[src/rtl/sv_sel_pkg.sv]
package sv_sel_pkg;

    typedef enum logic [2:0] {
        ST_IDLE,
        ST_CHECK,
        ST_FETCH,
        ST_ACCEPT,
        ST_FAULT
    } vstate_t;

    typedef enum logic [1:0] {
        LD_SEG = 2'b00,
        LD_LTR = 2'b01,
        LD_TSK = 2'b10,
        LD_RSV = 2'b11
    } load_kind_t;

    localparam int NUM_TABLES = 2;
    localparam int TBL_GLOBAL = 0;
    localparam int TBL_LOCAL  = 1;

endpackage

[src/rtl/sv_table_regs.sv]
module sv_table_regs #(
    parameter int AW = 24,
    parameter int LW = 16
) (
    input  logic          clk,
    input  logic          rst_n,
    input  logic          g_wr,
    input  logic [AW-1:0] g_base,
    input  logic [LW-1:0] g_lim,
    input  logic          l_wr,
    input  logic [AW-1:0] l_base,
    input  logic [LW-1:0] l_lim,
    input  logic          use_local,
    output logic [AW-1:0] sel_base,
    output logic [LW-1:0] sel_lim
);
    import sv_sel_pkg::*;

    logic [AW-1:0] base_r [NUM_TABLES];
    logic [LW-1:0] lim_r  [NUM_TABLES];
    logic          wr_v   [NUM_TABLES];
    logic [AW-1:0] base_v [NUM_TABLES];
    logic [LW-1:0] lim_v  [NUM_TABLES];

    assign wr_v[TBL_GLOBAL]   = g_wr;
    assign base_v[TBL_GLOBAL] = g_base;
    assign lim_v[TBL_GLOBAL]  = g_lim;
    assign wr_v[TBL_LOCAL]    = l_wr;
    assign base_v[TBL_LOCAL]  = l_base;
    assign lim_v[TBL_LOCAL]   = l_lim;

    for (genvar t = 0; t < NUM_TABLES; t++) begin : g_tbl
        always_ff @(posedge clk) begin
            if (!rst_n) begin
                base_r[t] <= '0;
                lim_r[t]  <= '0;
            end else if (wr_v[t]) begin
                base_r[t] <= base_v[t];
                lim_r[t]  <= lim_v[t];
            end
        end
    end

    assign sel_base = use_local ? base_r[TBL_LOCAL] : base_r[TBL_GLOBAL];
    assign sel_lim  = use_local ? lim_r[TBL_LOCAL]  : lim_r[TBL_GLOBAL];

endmodule

[src/rtl/sv_addr_unit.sv]
module sv_addr_unit #(
    parameter int AW = 24,
    parameter int LW = 16,
    parameter int SW = 16
) (
    input  logic [SW-1:0] sel,
    input  logic [1:0]    kind,
    input  logic [AW-1:0] base,
    input  logic [LW-1:0] lim,
    output logic [AW-1:0] addr,
    output logic          limit_ok,
    output logic          table_ok
);
    localparam int TI_BIT = 2;
    localparam int IX_LSB = 3;
    localparam int CW     = (SW > LW) ? SW : LW;

    logic [SW-1:0] offs;
    logic [CW-1:0] last_byte;
    logic [CW-1:0] lim_ext;

    assign offs      = {sel[SW-1:IX_LSB], {IX_LSB{1'b0}}};
    assign last_byte = CW'({sel[SW-1:IX_LSB], {IX_LSB{1'b1}}});
    assign lim_ext   = CW'(lim);
    assign limit_ok  = (last_byte <= lim_ext);
    assign table_ok  = (kind == 2'b00) || !sel[TI_BIT];
    assign addr      = base + AW'(offs);

endmodule

[src/rtl/seg_sel_validator.sv]
module seg_sel_validator #(
    parameter int AW = 24,
    parameter int LW = 16,
    parameter int SW = 16,
    parameter int BW = 8
) (
    input  logic          clk,
    input  logic          rst_n,
    input  logic          gt_wr,
    input  logic [AW-1:0] gt_base,
    input  logic [LW-1:0] gt_lim,
    input  logic          lt_wr,
    input  logic [AW-1:0] lt_base,
    input  logic [LW-1:0] lt_lim,
    input  logic          req_valid,
    input  logic [SW-1:0] req_sel,
    input  logic [1:0]    req_kind,
    input  logic          ab_valid,
    input  logic [BW-1:0] ab_data,
    output logic          rd_req,
    output logic [AW-1:0] desc_addr,
    output logic          accept,
    output logic          fault,
    output logic [SW-1:0] err_code,
    output logic          busy
);
    import sv_sel_pkg::*;

    localparam int TI_BIT = 2;
    localparam int RPL_W  = 2;

    vstate_t       state, nxt;
    logic [SW-1:0] sel_q;
    logic [1:0]    kind_q;
    logic [AW-1:0] addr_q;
    logic [AW-1:0] tb_base;
    logic [LW-1:0] tb_lim;
    logic [AW-1:0] calc_addr;
    logic          lim_ok, tbl_ok;

    sv_table_regs #(.AW(AW), .LW(LW)) u_tbl (
        .clk(clk), .rst_n(rst_n),
        .g_wr(gt_wr), .g_base(gt_base), .g_lim(gt_lim),
        .l_wr(lt_wr), .l_base(lt_base), .l_lim(lt_lim),
        .use_local(sel_q[TI_BIT]),
        .sel_base(tb_base), .sel_lim(tb_lim)
    );

    sv_addr_unit #(.AW(AW), .LW(LW), .SW(SW)) u_addr (
        .sel(sel_q), .kind(kind_q), .base(tb_base), .lim(tb_lim),
        .addr(calc_addr), .limit_ok(lim_ok), .table_ok(tbl_ok)
    );

    // next-state selection
    always_comb begin
        nxt = state;
        unique case (state)
            ST_IDLE:   if (req_valid) nxt = ST_CHECK;
            ST_CHECK:  nxt = (tbl_ok && lim_ok) ? ST_FETCH : ST_FAULT;
            ST_FETCH:  if (ab_valid) nxt = (ab_data == '0) ? ST_FAULT : ST_ACCEPT;
            ST_ACCEPT: nxt = ST_IDLE;
            ST_FAULT:  nxt = ST_IDLE;
            default:   nxt = ST_IDLE;
        endcase
    end

    // state and captured request
    always_ff @(posedge clk) begin
        if (!rst_n) begin
            state  <= ST_IDLE;
            sel_q  <= '0;
            kind_q <= '0;
            addr_q <= '0;
        end else begin
            state <= nxt;
            if (state == ST_IDLE && req_valid) begin
                sel_q  <= req_sel;
                kind_q <= req_kind;
            end
            if (state == ST_CHECK) addr_q <= calc_addr;
        end
    end

    // outputs
    always_comb begin
        rd_req    = 1'b0;
        accept    = 1'b0;
        fault     = 1'b0;
        busy      = 1'b1;
        desc_addr = addr_q;
        err_code  = {sel_q[SW-1:RPL_W], {RPL_W{1'b0}}};
        unique case (state)
            ST_IDLE:   busy   = 1'b0;
            ST_CHECK:  ;
            ST_FETCH:  rd_req = 1'b1;
            ST_ACCEPT: accept = 1'b1;
            ST_FAULT:  fault  = 1'b1;
            default:   busy   = 1'b0;
        endcase
    end

endmodule

[config.mk]
export PLATFORM = sky130hd
export DESIGN_NAME = seg_sel_validator
export DESIGN_NICKNAME = d
export VERILOG_FILES = /design/src/rtl/sv_sel_pkg.sv /design/src/rtl/sv_table_regs.sv /design/src/rtl/sv_addr_unit.sv /design/src/rtl/seg_sel_validator.sv
export SDC_FILE = /design/constraint.sdc
export NUM_CORES = 1
export LEC_CHECK = 0
export BUFFER_PORTS_ARGS = -buffer_cell sky130_fd_sc_hd__buf_2
export CAP_MARGIN = 5
export CORE_MARGIN = 10
export CORE_UTILIZATION = 30
export CTS_CLUSTER_DIAMETER = 150
export DETAILED_ROUTE_END_ITERATION = 8
export PLACE_DENSITY = 0.62
export SLEW_MARGIN = 40
export SYNTH_ARGS = -nofsm -noshare
export SYNTH_HDL_FRONTEND = slang
export SYNTH_SLANG_ARGS = --single-unit
[constraint.sdc]
create_clock -name clk -period 4.59 [get_ports clk]
set_clock_uncertainty 0.1 [all_clocks]
set_input_delay 0.918 -clock clk [delete_from_list [all_inputs] [get_ports clk]]
set_output_delay 0.918 -clock clk [all_outputs]
set_load 0.1 [all_outputs]
# Word-level counts from Yosys, hierarchy flattened
# Memories as Yosys holds them, arrays and structs flattened.
# Index checks and enable logic that the tools add are counted.
[totals]
latchBits = 0
wordCells = 49
n_memories = 2
output_inout_bits = 44
in_bits = 112
rom_bits = 0
ramBits = 80
regBits = 45
[memory_table]
columns = ["memory", "words", "word_bits", "read_ports", "rd_ports_with_merged_regs", "write_ports", "line", "source"]
rows = [
  ["u_tbl.base_r", 2, 24, 2, 0, 2, "sv_table_regs.sv:19", "logic [AW-1:0] base_r [NUM_TABLES];"],
  ["u_tbl.lim_r", 2, 16, 2, 0, 2, "sv_table_regs.sv:20", "logic [LW-1:0] lim_r [NUM_TABLES];"],
]
[classes]
n_eq_ne = 6
n_shift = 0
reduce_logical = 9
div = 0
mul = 0
addsub = 1
magnitude_cmp = 1
bitwise = 4
mux = 22
[op_table]
columns = ["operator", "n"]
rows = [
  ["2-to-1 mux 24 bit", 3],
  ["2-to-1 mux 16 bit", 3],
  ["adder 24 x 16 -> 24 bit", 1],
  ["<= comparator 16 bit", 1],
  ["2-to-1 mux 3 bit", 4],
  ["2-to-1 mux 1 bit", 11],
  ["one-hot mux 3 bit (3 select lines)", 1],
  ["logical NOT 8 bit", 1],
  ["== test 3 x 2 -> 1 bit (second input constant)", 2],
  ["!= test 2 bit (second input constant)", 2],
  ["bitwise OR 1 bit", 4],
  ["OR reduction 4 bit", 1],
  ["== test 3 x 1 -> 1 bit (second input constant)", 1],
  ["== test 3 bit (second input constant)", 1],
  ["logical NOT 3 bit", 1],
  ["logical AND 1 bit", 2],
  ["logical NOT 2 bit", 1],
  ["AND reduction 2 bit", 1],
  ["logical NOT 1 bit", 1],
  ["logical OR 1 bit", 1],
]

# Longest topological paths before layout
# An unclocked memory read counts as a cell.
[logic_depth]
depth_word = 6
ltp_mapped = 12
ltp_nobuf = 9

# Modules after synthesis
# Synthesis repeated with hierarchy kept, for this count alone.
[unflattened]
hier_cells = 616
area_unflattened_um2 = 6632.6
[modules_own_cells]
columns = ["mod", "area_per_inst_um2", "seq_area_each_um2", "cells_per_inst", "n_inst"]
rows = [
  ["sv_table_regs", 3485.8, 2402.3, 223, 1],
  ["seg_sel_validator", 1976.9, 900.9, 230, 1],
  ["sv_addr_unit", 1169.9, 0.0, 163, 1],
]

# Worst setup path after synthesis
# No wires, ideal clock.
[synth_timing]
kind = "register -> register"
startpoint = "register sel_q[2]"
endpoint = "register addr_q[17] (netlist: desc_addr[17])"
arrival_time_ns = 3.055
synth_period_minus_slack_ns = 3.277
t_required_ns = 4.368
n_path_buf = 3
setup_time_ns = 0.122
path_stages_with_launch = 13
path_slack_ns = 1.313
path_cell_list = "dfxtp_1 > buf_2 > buf_2 > buf_2 > mux2_2 > ha_1 > fa_1 > a211oi_1 > o211ai_1 > a211o_1 > nand2_1 > nor2_1 > a311o_1"
[synth_between]
elab_chain_len = 2
[synth_lines]
columns = ["element", "line", "source"]
rows = [
  ["start, declared", "seg_sel_validator.sv:33", "logic [SW-1:0] sel_q;"],
  ["start signal, assigned", "seg_sel_validator.sv:77", "sel_q <= req_sel;"],
  ["2-to-1 mux 24 bit", "sv_table_regs.sv:44", "assign sel_base = use_local ? base_r[TBL_LOCAL] : base_r[TBL_GLOBAL];"],
  ["adder 24 x 16 -> 24 bit", "sv_addr_unit.sv:27", "assign addr = base + AW'(offs);"],
  ["end signal, assigned", "seg_sel_validator.sv:80", "if (state == ST_CHECK) addr_q <= calc_addr;"],
  ["end, declared", "seg_sel_validator.sv:35", "logic [AW-1:0] addr_q;"],
]
# Every way passes these cells.
# A chain may end at the register's enable or synchronous reset.

# Worst setup path in the final report
[layout_timing]
startpoint = "register sel_q[2]"
endpoint = "register addr_q[22] (netlist: desc_addr[22])"
# The elaborated chain is that of the path after synthesis.

==> run metrics <==
final hold viol count 0; kind of critical path reg -> reg; row cnt 52; Final Max Slew Viols 0; vias post-DR 4793; Die Height 164 um; Final setup viols 0; multi-input logic area 2770 um^2; fmax 0.294 GHz; RR Startpoint sel_q[2]; Final nets around 840; worst-margin pin slew 0.762 ns; TNS Setup 0 ns; dominant cell by count in the synthesized netlist and3_1; Hold Path Sink kind_q[1]; CTS tree done; Crit Path Max Fanout 18; Mean Syn Cell Area 10.9 um^2; post-DP HPWL 12900 um; vias in the first global route about 4900; clk buf depth 2; Commonest cells post-synth 82 x and3_1, 80 x edfxtp_1, 55 x nand2_1; Vias/cell 4.85; GRT Residual Overflow 0; largest cells by area after synthesis edfxtp_1 39%, dfxtp_1 14%, and3_1 8.3%; Reg2Reg Depth 9; Pleak 3.59 nW; Tot Pwr 3.44 mW; Worst-Skew Late Latency 0.42 ns; layout cells sized above 1 0.299; clock sinks 123; initial antenna violation count 2; library cells used by synthesis 61; Power Density 440 nW/um^2; H-tree levels 4; WHS Path Cells 2; hold buffer count at cts 0; flops & latches, synth 123; Peak VDD IR 0.245 mV; ys async rst share 0; max_slew headroom 0.492; Hold Startpoint kind_q[1]; first-pass GRT wire length 27300 um; RR Endpoint desc_addr[22]; Final min period 3.41 ns; wire per inst 17.9 um; number of gates resized after cts 0; routability cong. 0.855; Final ANT Viol Nets 0; Mapped Cells ~570; synth warn 0; IO Pins 156; R2R setup slack approximately 1.2 ns; Final Cycle Share 0.742; first-pass detailed-route iteration total 4; area leader, netlist edfxtp_1; Area Overhead vs Synth 25.6%; status completed; final WL 17700 um; clock-pin slew on the worst setup and hold paths 0.06 ns; Critical Path Source Type flip-flop; Max Cap Violations 0; EDFF count, synth 80; Fillers 2047; predominant post-synthesis flop cell edfxtp_1; Chip Width 164 um; type of the most critical hold path reg -> reg; cell area after synthesis 6210 um^2; area of the die 26900 um^2; GRT Resource Usage Total 0.132; post-synth top area share 0.387; Storage cell area 3260 um^2; # Post-CTS Setup Buffers 0; I/O Buffers approximately 150; clock root cell clkbuf_16; post-synthesis sequential area ratio 0.525; crit path DAT 3.64 ns; Initial DRC Count between 200 and 300; worst endpoint required time 4.82 ns; CTS Buf Count 17; drc violations 0; core area 20300 um^2; largest net degree at the start of global routing 94; Initial Util 0.306; RSZ-0062 raised after global routing no; Critical Path Sink Type flip-flop
## per-stage QoR
step	setup WS [ns]	hold slack (ns)	utilization	cell area, um^2	cells
2_1_floorplan	1.31	0.333	-	6220	569
3_3_place_gp	1.20	0.341	0.355	7210	956
3_5_place_dp	1.18	0.349	0.356	7220	956
4_1_cts	1.14	0.357	0.384	7800	988
5_1_grt	0.949	0.390	0.384	7800	988
6_report	1.18	0.353	0.384	7800	989
## kinds of logic (layout without fill, tap and decap cells)
kind of cell,count (synthesis),in the layout,share of synthesized area
and+or+nand+nor,219,219,0.192
DFF,123,123,0.525
AOI/OAI and AO/OA,100,100,0.113
buffers and inverters,49,198,0.0330
muxes,39,39,0.0667
adders and majority gates,27,27,0.0556
xor gates and xnor gates,10,10,0.0141
other,1,3,0.000604
## worst max-delay path by stage
| stage | start | end | slack (ns) | depth (start not counted) |
|---|---|---|---|---|
| after floorplan | sel_q[2] | desc_addr[17] | 1.31 | 12 |
| after CTS | sel_q[2] | desc_addr[22] | 1.14 | 9 |
| after global routing | sel_q[2] | desc_addr[22] | 0.95 | 9 |
| final | sel_q[2] | desc_addr[22] | 1.18 | 9 |
| after global placement | sel_q[2] | desc_addr[22] | 1.20 | 9 |
| after detailed placement | sel_q[2] | desc_addr[22] | 1.18 | 9 |
## report_power, final
part	total (mW)	switching [mW]	internal, mW
logic	0.760	0.545	0.215
clock network	1.33	0.489	0.846
registers	1.34	0.0610	1.28
total	3.44	1.09	2.34
## placed cells by master, fill, tap and decap left out, drive strengths merged, types with 6 or more instances in the layout
cell and n:
a21boi 18, a21o 9, a21oi 16, and2 6
and3 82, buf 159, clkbuf 19, dfxtp 43
edfxtp 80, ha 26, inv 7, mux2 19
mux2i 20, nand2 56, nand3 26, nand4 8
nor2 17, o211a 6, o211ai 7, o21ai 20
## critical path, cell delays in order (launching register included)
cell and delay (ns):
dfxtp_2 0.64, buf_4 0.37, mux2_2 0.40, ha_1 0.42
nand2_2 0.09, nor4_2 0.40, o2111ai_2 0.23, a21boi_2 0.23
mux2_1 0.34, o211ai_1 0.09
## cell type report
class | instances | area share
Clock inverter | 13 | 0.0194
Tap cell | 270 | 0.0433
Sequential cell | 123 | 0.418
Multi-Input combinational cell | 397 | 0.355
Inverter | 7 | 0.00337
Clock buffer | 19 | 0.0555
Antenna cell | 1 | 0.000321
Timing Repair Buffer | 159 | 0.105
## flip-flops by register name, indices dropped and copies added (netlist names)
name	cells
desc_addr	24
kind_q	2
sel_q	14
state	3
u_tbl.base_r	48
u_tbl.lim_r	32
## per-layer routing
metal,part of all wire,vias up,global-route usage
met5,0.00074,-,0
met4,0.015,2,0.0483
met3,0.063,13,0.0413
met2,0.45,139,0.200
met1,0.47,2237,0.174
li1,-,2402,-
Note: power is estimated with default switching activity, not from simulation.
